==> config.mk <==
export PLATFORM = sky130hd
export DESIGN_NAME = lsq_occupancy
export DESIGN_NICKNAME = d
export VERILOG_FILES = /design/src/rtl/lsqt_pkg.sv /design/src/rtl/lsqt_rst_sync.sv /design/src/rtl/lsqt_ring.sv /design/src/rtl/lsqt_st_track.sv /design/src/rtl/lsq_occupancy.sv
export SDC_FILE = /design/constraint.sdc
export NUM_CORES = 1
export LEC_CHECK = 0
export BUFFER_PORTS_ARGS = -buffer_cell sky130_fd_sc_hd__buf_2
export CORE_ASPECT_RATIO = 2
export CORE_MARGIN = 2
export CORE_UTILIZATION = 45
export CTS_CLUSTER_SIZE = 24
export DETAILED_ROUTE_END_ITERATION = 8
export MAX_ROUTING_LAYER = met4
export PLACE_DENSITY = 0.72
export SLEW_MARGIN = 20
export SYNTH_ARGS = -nofsm -noshare
export SYNTH_HDL_FRONTEND = slang
export SYNTH_HIERARCHICAL = 1
export SYNTH_SLANG_ARGS = --single-unit
==> constraint.sdc <==
create_clock -name clk -period 4.6 [get_ports clk]
set_input_delay 0.23 -clock clk [delete_from_list [all_inputs] [get_ports clk]]
set_output_delay 0.23 -clock clk [all_outputs]
set_load 0.05 [all_outputs]
==> src/rtl/lsqt_pkg.sv <==
package lsqt_pkg;

  // Circular step over a ring of n slots, forward or backward.
  function automatic int unsigned slot_step(int unsigned p, int unsigned n, bit fwd);
    if (fwd) return (p + 1 == n) ? 0 : p + 1;
    return (p == 0) ? n - 1 : p - 1;
  endfunction

endpackage

==> src/rtl/lsqt_rst_sync.sv <==
module lsqt_rst_sync (
  input  logic clk,
  input  logic rst_n,
  output logic rst_sync_n
);
  logic meta_q, sync_q;

  always_ff @(posedge clk or negedge rst_n) begin
    if (!rst_n) begin
      meta_q <= 1'b0;
      sync_q <= 1'b0;
    end else begin
      meta_q <= 1'b1;
      sync_q <= meta_q;
    end
  end

  assign rst_sync_n = sync_q;
endmodule

==> src/rtl/lsqt_ring.sv <==
module lsqt_ring
  import lsqt_pkg::*;
#(
  parameter int unsigned ENTRIES = 4,
  parameter int unsigned SEQ_W   = 8,
  localparam int unsigned SLOTS  = ENTRIES + 1,
  localparam int unsigned PW     = $clog2(ENTRIES + 1),
  localparam int unsigned CW     = $clog2(ENTRIES + 2)
) (
  input  logic             clk,
  input  logic             rst_n,
  input  logic             push,
  input  logic [SEQ_W-1:0] push_seq,
  input  logic             pop,
  input  logic             retreat,
  input  logic [PW-1:0]    rd_idx,
  output logic [PW-1:0]    head_o,
  output logic [PW-1:0]    tail_o,
  output logic [CW-1:0]    count_o,
  output logic [SEQ_W-1:0] rd_seq_o,
  output logic [SEQ_W-1:0] last_seq_o
);

  logic [PW-1:0]    head_q, head_d, tail_q, tail_d, last_idx;
  logic [CW-1:0]    count_q, count_d;
  logic [SEQ_W-1:0] seq_q [SLOTS];

  always_comb begin
    head_d  = head_q;
    tail_d  = tail_q;
    if (pop)     head_d = PW'(slot_step(int'(head_q), SLOTS, 1'b1));
    if (push)    tail_d = PW'(slot_step(int'(tail_q), SLOTS, 1'b1));
    if (retreat) tail_d = last_idx;
    count_d = count_q + CW'(push) - CW'(pop) - CW'(retreat);
  end

  assign last_idx = PW'(slot_step(int'(tail_q), SLOTS, 1'b0));

  always_ff @(posedge clk or negedge rst_n) begin
    if (!rst_n) begin
      head_q  <= '0;
      tail_q  <= '0;
      count_q <= '0;
    end else begin
      head_q  <= head_d;
      tail_q  <= tail_d;
      count_q <= count_d;
    end
  end

  // Sequence storage: data only, no reset, written with an explicit enable.
  always_ff @(posedge clk) begin
    if (push) seq_q[tail_q] <= push_seq;
  end

  assign head_o     = head_q;
  assign tail_o     = tail_q;
  assign count_o    = count_q;
  assign rd_seq_o   = seq_q[rd_idx];
  assign last_seq_o = seq_q[last_idx];

  a_r3_no_overflow: assert property (@(posedge clk) disable iff (!rst_n)
    count_q <= CW'(ENTRIES));
  a_r2_push_grows: assert property (@(posedge clk) disable iff (!rst_n)
    (push && !pop) |=> count_q == $past(count_q) + CW'(1));
  a_r5_pop_needs_entry: assert property (@(posedge clk) disable iff (!rst_n)
    (pop || retreat) |-> count_q != '0);
  a_r9_no_push_in_squash: assert property (@(posedge clk) disable iff (!rst_n)
    !(push && retreat));
  a_r10_ptr_in_range: assert property (@(posedge clk) disable iff (!rst_n)
    (head_q < PW'(SLOTS)) && (tail_q < PW'(SLOTS)));
endmodule

==> src/rtl/lsqt_st_track.sv <==
module lsqt_st_track
  import lsqt_pkg::*;
#(
  parameter int unsigned ENTRIES = 4,
  parameter int unsigned SEQ_W   = 8,
  localparam int unsigned SLOTS  = ENTRIES + 1,
  localparam int unsigned PW     = $clog2(ENTRIES + 1),
  localparam int unsigned CW     = $clog2(ENTRIES + 2)
) (
  input  logic             clk,
  input  logic             rst_n,
  input  logic             push,
  input  logic [PW-1:0]    tail_idx,
  input  logic [CW-1:0]    count,
  input  logic             cmt_en,
  input  logic [SEQ_W-1:0] cmt_bound,
  input  logic [SEQ_W-1:0] cmt_seq,
  input  logic             send_req,
  input  logic             done_req,
  output logic [PW-1:0]    cmt_idx,
  output logic             pop_ok,
  output logic             has_uncommitted,
  output logic             will_wb,
  output logic [PW-1:0]    wb_idx,
  output logic [CW-1:0]    to_wb
);

  logic [SLOTS-1:0] flag_q, flag_d;
  logic [PW-1:0]    cmt_ptr_q, cmt_ptr_d, wb_ptr_q, wb_ptr_d;
  logic [CW-1:0]    cmt_cnt_q, cmt_cnt_d, sent_q, sent_d, to_wb_q, to_wb_d;
  logic             adv, send_ok;

  assign has_uncommitted = cmt_cnt_q < count;
  assign adv     = cmt_en && has_uncommitted && (cmt_seq <= cmt_bound);
  assign will_wb = flag_q[wb_ptr_q] && (sent_q < count);
  assign send_ok = send_req && will_wb;
  assign pop_ok  = done_req && (sent_q != '0);

  always_comb begin
    cmt_ptr_d = cmt_ptr_q;
    wb_ptr_d  = wb_ptr_q;
    if (adv)     cmt_ptr_d = PW'(slot_step(int'(cmt_ptr_q), SLOTS, 1'b1));
    if (send_ok) wb_ptr_d  = PW'(slot_step(int'(wb_ptr_q), SLOTS, 1'b1));
    cmt_cnt_d = cmt_cnt_q + CW'(adv) - CW'(pop_ok);
    sent_d    = sent_q + CW'(send_ok) - CW'(pop_ok);
    to_wb_d   = to_wb_q + CW'(adv) - CW'(send_ok);
  end

  for (genvar i = 0; i < SLOTS; i++) begin : g_flag
    always_comb begin
      flag_d[i] = flag_q[i];
      if (push && tail_idx == PW'(i))     flag_d[i] = 1'b0;
      else if (adv && cmt_ptr_q == PW'(i)) flag_d[i] = 1'b1;
    end
  end

  always_ff @(posedge clk or negedge rst_n) begin
    if (!rst_n) begin
      flag_q    <= '0;
      cmt_ptr_q <= '0;
      wb_ptr_q  <= '0;
      cmt_cnt_q <= '0;
      sent_q    <= '0;
      to_wb_q   <= '0;
    end else begin
      flag_q    <= flag_d;
      cmt_ptr_q <= cmt_ptr_d;
      wb_ptr_q  <= wb_ptr_d;
      cmt_cnt_q <= cmt_cnt_d;
      sent_q    <= sent_d;
      to_wb_q   <= to_wb_d;
    end
  end

  assign cmt_idx = cmt_ptr_q;
  assign wb_idx  = wb_ptr_q;
  assign to_wb   = to_wb_q;

  a_r7_tally: assert property (@(posedge clk) disable iff (!rst_n)
    to_wb_q + sent_q == cmt_cnt_q);
  a_r7_ready_has_pending: assert property (@(posedge clk) disable iff (!rst_n)
    will_wb |-> to_wb_q != '0);
  a_r8_sent_within_queue: assert property (@(posedge clk) disable iff (!rst_n)
    (sent_q <= cmt_cnt_q) && (cmt_cnt_q <= count));
  a_r6_commit_counts: assert property (@(posedge clk) disable iff (!rst_n)
    (adv && !send_ok) |=> to_wb_q == $past(to_wb_q) + CW'(1));
endmodule

==> src/rtl/lsq_occupancy.sv <==
module lsq_occupancy #(
  parameter int unsigned LQ_ENTRIES = 4,
  parameter int unsigned SQ_ENTRIES = 4,
  parameter int unsigned SEQ_W      = 8,
  localparam int unsigned LPW = $clog2(LQ_ENTRIES + 1),
  localparam int unsigned LCW = $clog2(LQ_ENTRIES + 2),
  localparam int unsigned SPW = $clog2(SQ_ENTRIES + 1),
  localparam int unsigned SCW = $clog2(SQ_ENTRIES + 2),
  localparam int unsigned MAXE = (LQ_ENTRIES > SQ_ENTRIES) ? LQ_ENTRIES : SQ_ENTRIES,
  localparam int unsigned FW  = $clog2(MAXE + 1)
) (
  input  logic             clk,
  input  logic             rst_n,
  input  logic             ld_ins,
  input  logic [SEQ_W-1:0] ld_ins_seq,
  input  logic             st_ins,
  input  logic [SEQ_W-1:0] st_ins_seq,
  input  logic             commit_req,
  input  logic [SEQ_W-1:0] commit_seq,
  input  logic             squash_req,
  input  logic [SEQ_W-1:0] squash_seq,
  input  logic             wb_send,
  input  logic             wb_done,
  output logic [LCW-1:0]   ld_count,
  output logic [SCW-1:0]   st_count,
  output logic             ld_full,
  output logic             st_full,
  output logic             lsq_full,
  output logic [FW-1:0]    free_entries,
  output logic [SCW-1:0]   st_pending_wb,
  output logic             wb_ready,
  output logic [SPW-1:0]   wb_idx,
  output logic             squash_busy,
  output logic [LPW-1:0]   ld_head_idx,
  output logic [LPW-1:0]   ld_tail_idx,
  output logic [SPW-1:0]   st_head_idx,
  output logic [SPW-1:0]   st_tail_idx,
  output logic             alloc_err
);

  logic             rst_i_n;
  logic             cmt_v_q, cmt_v_d, busy_q, busy_d, err_q, err_d;
  logic [SEQ_W-1:0] cmt_bound_q, cmt_bound_d, sq_bound_q, sq_bound_d;
  logic             ld_ok, st_ok, ld_pop, rm_ld, rm_st, cmt_en;
  logic             st_pop, st_has_unc;
  logic [SEQ_W-1:0] ld_head_seq, ld_last_seq, st_cmt_seq, st_last_seq;
  logic [SPW-1:0]   st_cmt_idx;

  lsqt_rst_sync u_rst (
    .clk        (clk),
    .rst_n      (rst_n),
    .rst_sync_n (rst_i_n)
  );

  lsqt_ring #(.ENTRIES(LQ_ENTRIES), .SEQ_W(SEQ_W)) u_lq (
    .clk        (clk),
    .rst_n      (rst_i_n),
    .push       (ld_ok),
    .push_seq   (ld_ins_seq),
    .pop        (ld_pop),
    .retreat    (rm_ld),
    .rd_idx     (ld_head_idx),
    .head_o     (ld_head_idx),
    .tail_o     (ld_tail_idx),
    .count_o    (ld_count),
    .rd_seq_o   (ld_head_seq),
    .last_seq_o (ld_last_seq)
  );

  lsqt_ring #(.ENTRIES(SQ_ENTRIES), .SEQ_W(SEQ_W)) u_sq (
    .clk        (clk),
    .rst_n      (rst_i_n),
    .push       (st_ok),
    .push_seq   (st_ins_seq),
    .pop        (st_pop),
    .retreat    (rm_st),
    .rd_idx     (st_cmt_idx),
    .head_o     (st_head_idx),
    .tail_o     (st_tail_idx),
    .count_o    (st_count),
    .rd_seq_o   (st_cmt_seq),
    .last_seq_o (st_last_seq)
  );

  lsqt_st_track #(.ENTRIES(SQ_ENTRIES), .SEQ_W(SEQ_W)) u_sw (
    .clk             (clk),
    .rst_n           (rst_i_n),
    .push            (st_ok),
    .tail_idx        (st_tail_idx),
    .count           (st_count),
    .cmt_en          (cmt_en),
    .cmt_bound       (cmt_bound_q),
    .cmt_seq         (st_cmt_seq),
    .send_req        (wb_send),
    .done_req        (wb_done),
    .cmt_idx         (st_cmt_idx),
    .pop_ok          (st_pop),
    .has_uncommitted (st_has_unc),
    .will_wb         (wb_ready),
    .wb_idx          (wb_idx),
    .to_wb           (st_pending_wb)
  );

  assign ld_full  = ld_count == LCW'(LQ_ENTRIES);
  assign st_full  = st_count == SCW'(SQ_ENTRIES);
  assign lsq_full = ld_full || st_full;

  always_comb begin
    int lf, sf;
    lf = int'(LQ_ENTRIES) - int'(ld_count);
    sf = int'(SQ_ENTRIES) - int'(st_count);
    free_entries = FW'((lf < sf) ? lf : sf);
  end

  // Insert acceptance and commit / squash walking.
  always_comb begin
    ld_ok  = ld_ins && !ld_full && !busy_q && !squash_req;
    st_ok  = st_ins && !st_full && !busy_q && !squash_req;
    err_d  = (ld_ins && !ld_ok) || (st_ins && !st_ok);
    cmt_en = cmt_v_q && !busy_q;
    ld_pop = cmt_en && (ld_count != '0) && (ld_head_seq <= cmt_bound_q);
    rm_ld  = busy_q && (ld_count != '0) && (ld_last_seq > sq_bound_q);
    rm_st  = busy_q && st_has_unc && (st_last_seq > sq_bound_q);

    cmt_v_d     = cmt_v_q || commit_req;
    cmt_bound_d = commit_req ? commit_seq : cmt_bound_q;
    sq_bound_d  = squash_req ? squash_seq : sq_bound_q;
    busy_d      = squash_req || (busy_q && (rm_ld || rm_st));
  end

  always_ff @(posedge clk or negedge rst_i_n) begin
    if (!rst_i_n) begin
      cmt_v_q     <= 1'b0;
      cmt_bound_q <= '0;
      sq_bound_q  <= '0;
      busy_q      <= 1'b0;
      err_q       <= 1'b0;
    end else begin
      cmt_v_q     <= cmt_v_d;
      cmt_bound_q <= cmt_bound_d;
      sq_bound_q  <= sq_bound_d;
      busy_q      <= busy_d;
      err_q       <= err_d;
    end
  end

  assign squash_busy = busy_q;
  assign alloc_err   = err_q;

  a_r4_err_on_full: assert property (@(posedge clk) disable iff (!rst_i_n)
    (ld_ins && ld_full) |=> alloc_err);
  a_r9_ld_shrink_only: assert property (@(posedge clk) disable iff (!rst_i_n)
    busy_q |=> ld_count <= $past(ld_count));
  a_r9_st_shrink_only: assert property (@(posedge clk) disable iff (!rst_i_n)
    busy_q |=> st_count <= $past(st_count));
  a_r3_free_bounded: assert property (@(posedge clk) disable iff (!rst_i_n)
    lsq_full |-> free_entries == '0);
endmodule

# Word-level counts from Yosys, hierarchy flattened
# Memories as Yosys holds them, arrays and structs flattened.
# Cells that the tools add are included.
dict set report word_totals {
  regBits 59
  ram_bits 80
  inputBits 40
  word_cells 177
  memories 2
}
# name depth width read_ports rd_clocked_by_memory_dff wr line
set mem_list {}
lappend mem_list {u_lq.seq_q 5 8 2 0 1 lsqt_ring.sv:26} ;# logic [SEQ_W-1:0] seq_q [SLOTS];
lappend mem_list {u_sq.seq_q 5 8 2 0 1 lsqt_ring.sv:26}
dict set report op_classes {
  n_addsub 26
  order_cmp 8
  eq_ne 16
  n_mux 45
  reduce_logical 57
}
# op n
set ops {}
lappend ops {{two-way mux 3 bit} 23}
lappend ops {{logical AND 1 bit} 31}
lappend ops {{adder 3 x 1 -> 4 bit, second input constant} 6}
lappend ops {{== test 4 x 3 -> 1 bit, second input constant} 6}
lappend ops {{two-way mux 1 bit} 21}
lappend ops {{subtractor 3 x 1 -> 3 bit} 7}
lappend ops {{zero test 3 bit} 6}
lappend ops {{subtractor 3 x 1 -> 3 bit, second input constant} 6}
lappend ops {{greater-than comparator 8 bit} 2}
lappend ops {{<= comparator 8 bit} 2}
lappend ops {{adder 3 x 1 -> 3 bit} 5}
lappend ops {{nonzero test 2 bit} 7}
lappend ops {{== test 3 x 2 -> 1 bit, second input constant} 4}
lappend ops {{== test 3 bit, second input constant} 4}
lappend ops {{subtractor 3 x 3 -> 4 bit, first input constant} 2}
lappend ops {{== test 3 x 1 -> 1 bit, second input constant} 2}
lappend ops {{zero test 1 bit} 6}
lappend ops {{< comparator 3 bit} 2}
lappend ops {{nonzero test 3 bit} 2}
lappend ops {{logical OR 1 bit} 5}
lappend ops {{< comparator 3 x 4 -> 1 bit, second input constant} 1}
lappend ops {{< comparator 4 bit} 1}
lappend ops {{binary-select mux 1 bit (select 3 bit)} 1}

# Logic depth before layout (Yosys ltp)
dict set report depth {
  word_depth 9
  depth_mapped 21
}

# Cells and area by module
# Netlist, hierarchy kept.
# module n_inst cells_per_inst area_each_um2
set by_module_without_submodules {}
lappend by_module_without_submodules {{lsqt_ring (u_lq)} 1 147 2426.1}
lappend by_module_without_submodules {{lsqt_ring (u_sq)} 1 141 2416.1}
lappend by_module_without_submodules {lsq_occupancy 1 168 1478.9}
lappend by_module_without_submodules {lsqt_st_track 1 146 1456.4}
lappend by_module_without_submodules {lsqt_rst_sync 1 3 53.8}

# Worst setup path before layout
# No wires, ideal clock.
dict set report synth_timing {
  path_kind {register to register}
  start {register u_sq.tail_q[0], in the netlist u_sq/tail_o[0]}
  end {register u_sq.count_q[2], in the netlist u_sq/count_o[2]}
  setup_ns 0.123
  arrival_time_ns 4.598
  path_slack_ns -0.120
  path_stages_with_launch 18
  n_path_buf 0
  synth_period_minus_slack_ns 4.720
  path_cell_list {dfrtp_1 > inv_1 > ha_1 > ha_1 > nor2_2 > mux4_1 > mux2_2 > ha_1 > nor2b_1 > o211ai_1 > a21oi_1 > o31a_1 > inv_1 > fa_1 > ha_1 > ha_1 > xnor2_1 > xnor2_1}
}
dict set report synth_between {
  elab_chain_cells 6
  elab_cells_between_ends 7
  classes_between {add/sub (2); order compare (1); mux (1); reduce/logical (2); memory (1)}
}
# item line
set synth_lines {}
lappend synth_lines {{start: declaration} lsqt_ring.sv:24} ;# logic [PW-1:0] head_q, head_d, tail_q, tail_d, last_idx;
lappend synth_lines {{start signal: assignment} lsqt_ring.sv:46} ;# tail_q <= tail_d;
lappend synth_lines {{subtractor 3 x 1 -> 3 bit or zero test 3 bit (tied branches)} lsqt_pkg.sv:6} ;# return (p == 0) ? n - 1 : p - 1;
lappend synth_lines {{two-way mux 3 bit *} lsqt_pkg.sv:6}
lappend synth_lines {{memory read (5 x 8 bit) *} n/a}
lappend synth_lines {{net st_last_seq[1]} lsq_occupancy.sv:46} ;# logic [SEQ_W-1:0] ld_head_seq, ld_last_seq, st_cmt_seq, st_last_seq;
lappend synth_lines {{greater-than comparator 8 bit *} lsq_occupancy.sv:123} ;# rm_st = busy_q && st_has_unc && (st_last_seq > sq_bound_q);
lappend synth_lines {{logical AND 1 bit *} lsq_occupancy.sv:123}
lappend synth_lines {{net rm_st} lsq_occupancy.sv:44} ;# logic ld_ok, st_ok, ld_pop, rm_ld, rm_st, cmt_en;
lappend synth_lines {{subtractor 3 x 1 -> 3 bit *} lsqt_ring.sv:34} ;# count_d = count_q + CW'(push) - CW'(pop) - CW'(retreat);
lappend synth_lines {{net u_sq.count_d[2]} lsqt_ring.sv:25} ;# logic [CW-1:0] count_q, count_d;
lappend synth_lines {{end signal: assignment} lsqt_ring.sv:47} ;# count_q <= count_d;
lappend synth_lines {{end: declaration} lsqt_ring.sv:25}
# Mark *: on every way through the listed nets, which the timed path passes. The rest lies on a longest branch.
# A chain may end at the register's enable or synchronous reset.

# Worst setup path after layout
# Same ends and word-level chain as after synthesis.

==> impl_metrics.env <==
export IMPL_whs_path_depth=3
export IMPL_cts_sinks=139
export IMPL_synth_seq_area_share_pct=49.5
export IMPL_dpl_hpwl_um=13900
export IMPL_grt_pass1_wl_um=28800
export IMPL_yosys_warnings=6
export IMPL_drt_wl_total_um=17900
export IMPL_start_kind="register"
export IMPL_first_pass_iters=7
export IMPL_arrival_ns=4.72
export IMPL_grt_pass1_vias=5645
export IMPL_vias_per_cell=5.63
export IMPL_final_period_utilization_pct=95.1
export IMPL_rr_startpoint="u_sq/tail_o[0]$_DFFE_PN0P_"
export IMPL_vias=5252
export IMPL_path_cells="inv_1 -> ha_1 -> ha_1 -> nor2_2 -> buf_4 -> mux4_2 -> mux2_2 -> ha_1 -> o21ai_0 -> nor2_1 -> o31a_1 -> inv_1 -> fa_1 -> ha_1 -> ha_1 -> xnor2_1 -> xnor2_1"
export IMPL_grt_ovfl_total=0
export IMPL_grt_usage_pct=20.9
export IMPL_worstSkewPairLatency_ns=0.42
export IMPL_fin_setup_tns_ns=0
export IMPL_fp_dieH_um=191
export IMPL_synth_seq_cells=139
export IMPL_synth_edf_count=80
export IMPL_cts_made_buffers=17
export IMPL_switching_share_pct=43.2
export IMPL_p_leak_nw=3.96
export IMPL_drc=0
export IMPL_final_cell_mix="inv_1, edfxtp_1, ha_1"
export IMPL_status="finished clean"
export IMPL_cts_tree="done"
export IMPL_worst_path_buf_inv=3
export IMPL_synth_nets=724
export IMPL_rsz0062_at_grt="false"
export IMPL_cp_required_ns=4.94
export IMPL_p_per_area_nw_per_um2=798
export IMPL_hold_path_startpoint="commit_seq[4]"
export IMPL_relSlewSlack_pct=40.2
export IMPL_vdd_ir_drop_worst_mv=0.487
export IMPL_antenna_found_initial=0
export IMPL_drive_above_1_share_pct=29.5
export IMPL_p_clk_share_pct=19.2
export IMPL_diodes=0
export IMPL_clk_path_buf_depth=2
export IMPL_start_util_pct=45.6
export IMPL_p_int_mw=4.18
export IMPL_layout_nets=829
export IMPL_cp_top_family="adder cells"
export IMPL_rows=68
export IMPL_reg2reg_depth=17
export IMPL_endpoint_kind="register"
export IMPL_cts_root_buf="clkbuf_16"
export IMPL_synth_cell_area_um2=7830
export IMPL_cts_htree_levels=4
export IMPL_area_growth_pct=17.7
export IMPL_finalInstanceArea_um2=9220
export IMPL_grt_max_degree=58
export IMPL_gp_congestion=0.851
export IMPL_p_comb_share_pct=55.8
export IMPL_syn_inst=605
export IMPL_antenna_left=0
export IMPL_min_period_ns=4.37
export IMPL_clk_pin_slew_ns=0.06
export IMPL_hold_class="in2reg"
export IMPL_die_width_um=97.3
export IMPL_placed_area_um2=8550
export IMPL_hold_end="cmt_bound_q[4]$_DFFE_PN0P_"
export IMPL_wl_per_cell_um=19.2
export IMPL_fmax_mhz=229
export IMPL_syn_avg_cell_area_um2=12.9
export IMPL_cpPeakStageDelay_ns=0.50
export IMPL_finalHoldViolCount=0
export IMPL_core_area_um2=17200
export IMPL_skew_ns=0.0113
export IMPL_power_switching_mw=3.17
export IMPL_max_cap_viol_count=0
export IMPL_setup_viol=0
export IMPL_first_iter_violations=260
export IMPL_die_area_um2=18500
export IMPL_multi_input_area_um2=3580
export IMPL_async_reset_ff_share_pct=42.4
export IMPL_tightest_slew_ns=0.893
export IMPL_fillers=1481
export IMPL_slew_viol_final=0
export IMPL_critPathMaxFanout=6
export IMPL_slowest_stage="mux4_2"
export IMPL_ff_latch_area_um2=3890
export IMPL_synth_ff_type="edfxtp_1"
export IMPL_worstReg2RegEnd="u_sq/count_o[2]$_DFF_PN0_"
export IMPL_yosys_cell_types_count=62
export IMPL_io_buffers=72
export IMPL_io_pins=73
export IMPL_crit_top_cell="ha_1"
export IMPL_criticalPathCategory="reg2reg"
export IMPL_ff2ff_setup_slack_ns=0.23
export IMPL_p_seq_share_pct=25.0
[metrics by stage]
step           power (mW)  setup slack (ns)  hold slack, ns  utilization [%]  instances
2_1_floorplan        4.89            0.0193         -0.0656                -        605
3_3_place_gp         5.71             0.293          0.0147             49.8        895
4_1_cts              7.33             0.191         0.00969             53.4        928
6_report             7.35             0.226          0.0197             53.6        933
5_1_grt              7.85            0.0150          0.0227             53.6        933
3_5_place_dp         5.91             0.222          0.0183             49.8        895
[final cells by class]
type | count | area share [%]
Clock inverter | 14 | 2.00
Clock buffer | 18 | 4.66
Tap cell | 210 | 2.85
Sequential cell | 139 | 42.2
Inverter | 81 | 3.30
Multi-Input combinational cell | 371 | 38.8
Timing Repair Buffer | 100 | 6.22
[sequential cells by signal, indices dropped and copies added, names as in the netlist, 5 cells and up]
name         cells
sq_bound_q       8
u_sq/seq_q      40
u_lq/seq_q      40
cmt_bound_q      8
u_sw/flag_q      5
[synth_stat cells (2+ instances only)]
cell      instances  share of area [%]
nand4_1           8               0.64
nand3_1           6               0.38
mux2_2           28                4.0
nand3b_1          2               0.19
o31ai_1           2               0.19
buf_4             2               0.19
a211oi_1          2               0.19
o21ai_1           6               0.38
buf_1             2              0.096
nor3_1           10               0.64
a31oi_1           4               0.32
ha_1             74                 12
o31a_1            2               0.22
a41oi_1           3               0.34
nor4_1            2               0.16
o22ai_1           2               0.16
or2_2             2               0.16
nand2_1          39                1.9
o211ai_1          2               0.19
mux2_4            9                1.7
inv_1            80                3.8
nor2_1           17               0.81
a21oi_1          18                1.2
clkbuf_1          5               0.24
xor2_1            4               0.45
fa_1              5                1.3
nand2b_1          6               0.48
a21o_1            2               0.19
dfrtp_1          59                 19
o211a_1           2               0.26
xnor2_1          10                1.1
buf_2             3               0.19
o21ai_0          33                2.1
mux4_1            7                2.3
nor2b_1           6               0.48
nor2_2            2               0.16
edfxtp_1         80                 31
mux2i_1           6               0.77
mux4_2           26                7.5
a21boi_0          4               0.38
buf_6             2               0.29
[what timing repair did]
item / 4_1_cts / 5_1_grt
endpoints found under the hold margin: 2 / 0
gates resized for setup: 0 / 2
setup buffers: 0 / 5
hold buffers: 1 / 0
endpoints found under the setup margin: 0 / 1
[per-layer routing]
layer  share of wire, %  global-route usage [%]
met1                 35                    19.9
met2                 58                    39.0
met3                3.4                    3.74
met4                4.4                    11.6
met5                  0                       -
[power by group through the flow]
| stage | Combinational [mW] | Clock, mW | Sequential (mW) |
|---|---|---|---|
| after global placement | 3.86 | 0 | 1.85 |
| after floorplan | 2.75 | 0 | 2.14 |
| final | 4.10 | 1.42 | 1.84 |
| after global routing | 4.48 | 1.50 | 1.87 |
| after detailed placement | 4.04 | 0 | 1.87 |
| after CTS | 4.05 | 1.44 | 1.84 |
[worst max-delay path by stage]
stage	slack [ns]	from	cells after the start	endpoint
2_1_floorplan	0.02	u_lq/tail_o[1]$_DFFE_PN0P_	16	u_lq/count_o[2]$_DFF_PN0_
3_3_place_gp	0.29	u_lq/head_o[1]$_DFFE_PN0P_	17	u_lq/count_o[2]$_DFF_PN0_
3_5_place_dp	0.22	u_lq/tail_o[0]$_DFFE_PN0P_	17	u_lq/count_o[2]$_DFF_PN0_
4_1_cts	0.19	u_lq/tail_o[0]$_DFFE_PN0P_	17	u_lq/count_o[2]$_DFF_PN0_
5_1_grt	0.01	u_lq/tail_o[0]$_DFFE_PN0P_	19	u_lq/count_o[2]$_DFF_PN0_
6_report	0.23	u_sq/tail_o[0]$_DFFE_PN0P_	17	u_sq/count_o[2]$_DFF_PN0_
[cell families (layout without fill, tap and decap cells)]
kind of cell	Yosys count	after routing	share of synthesized area, %
AO/OA/AOI/OAI	93	93	7.51
XOR/XNOR	14	14	1.57
adder cells (fa/ha/maj)	79	79	13.1
buffers and inverters	95	213	4.89
flip-flops	139	139	49.5
multiplexers	76	76	16.3
other	1	1	0.0479
AND/OR/NAND/NOR	108	108	7.01
[worst register-to-register path, cell delays in order (launching register included)]
cell and delay (ns):
dfrtp_2 0.36, inv_1 0.06, ha_1 0.29, ha_1 0.23, nor2_2 0.25, buf_4 0.22
mux4_2 0.50, mux2_2 0.31, ha_1 0.30, o21ai_0 0.17, nor2_1 0.06, o31a_1 0.29
inv_1 0.13, fa_1 0.44, ha_1 0.20, ha_1 0.19, xnor2_1 0.16, xnor2_1 0.14
No activity file was read; power rests on OpenSTA's default activity.
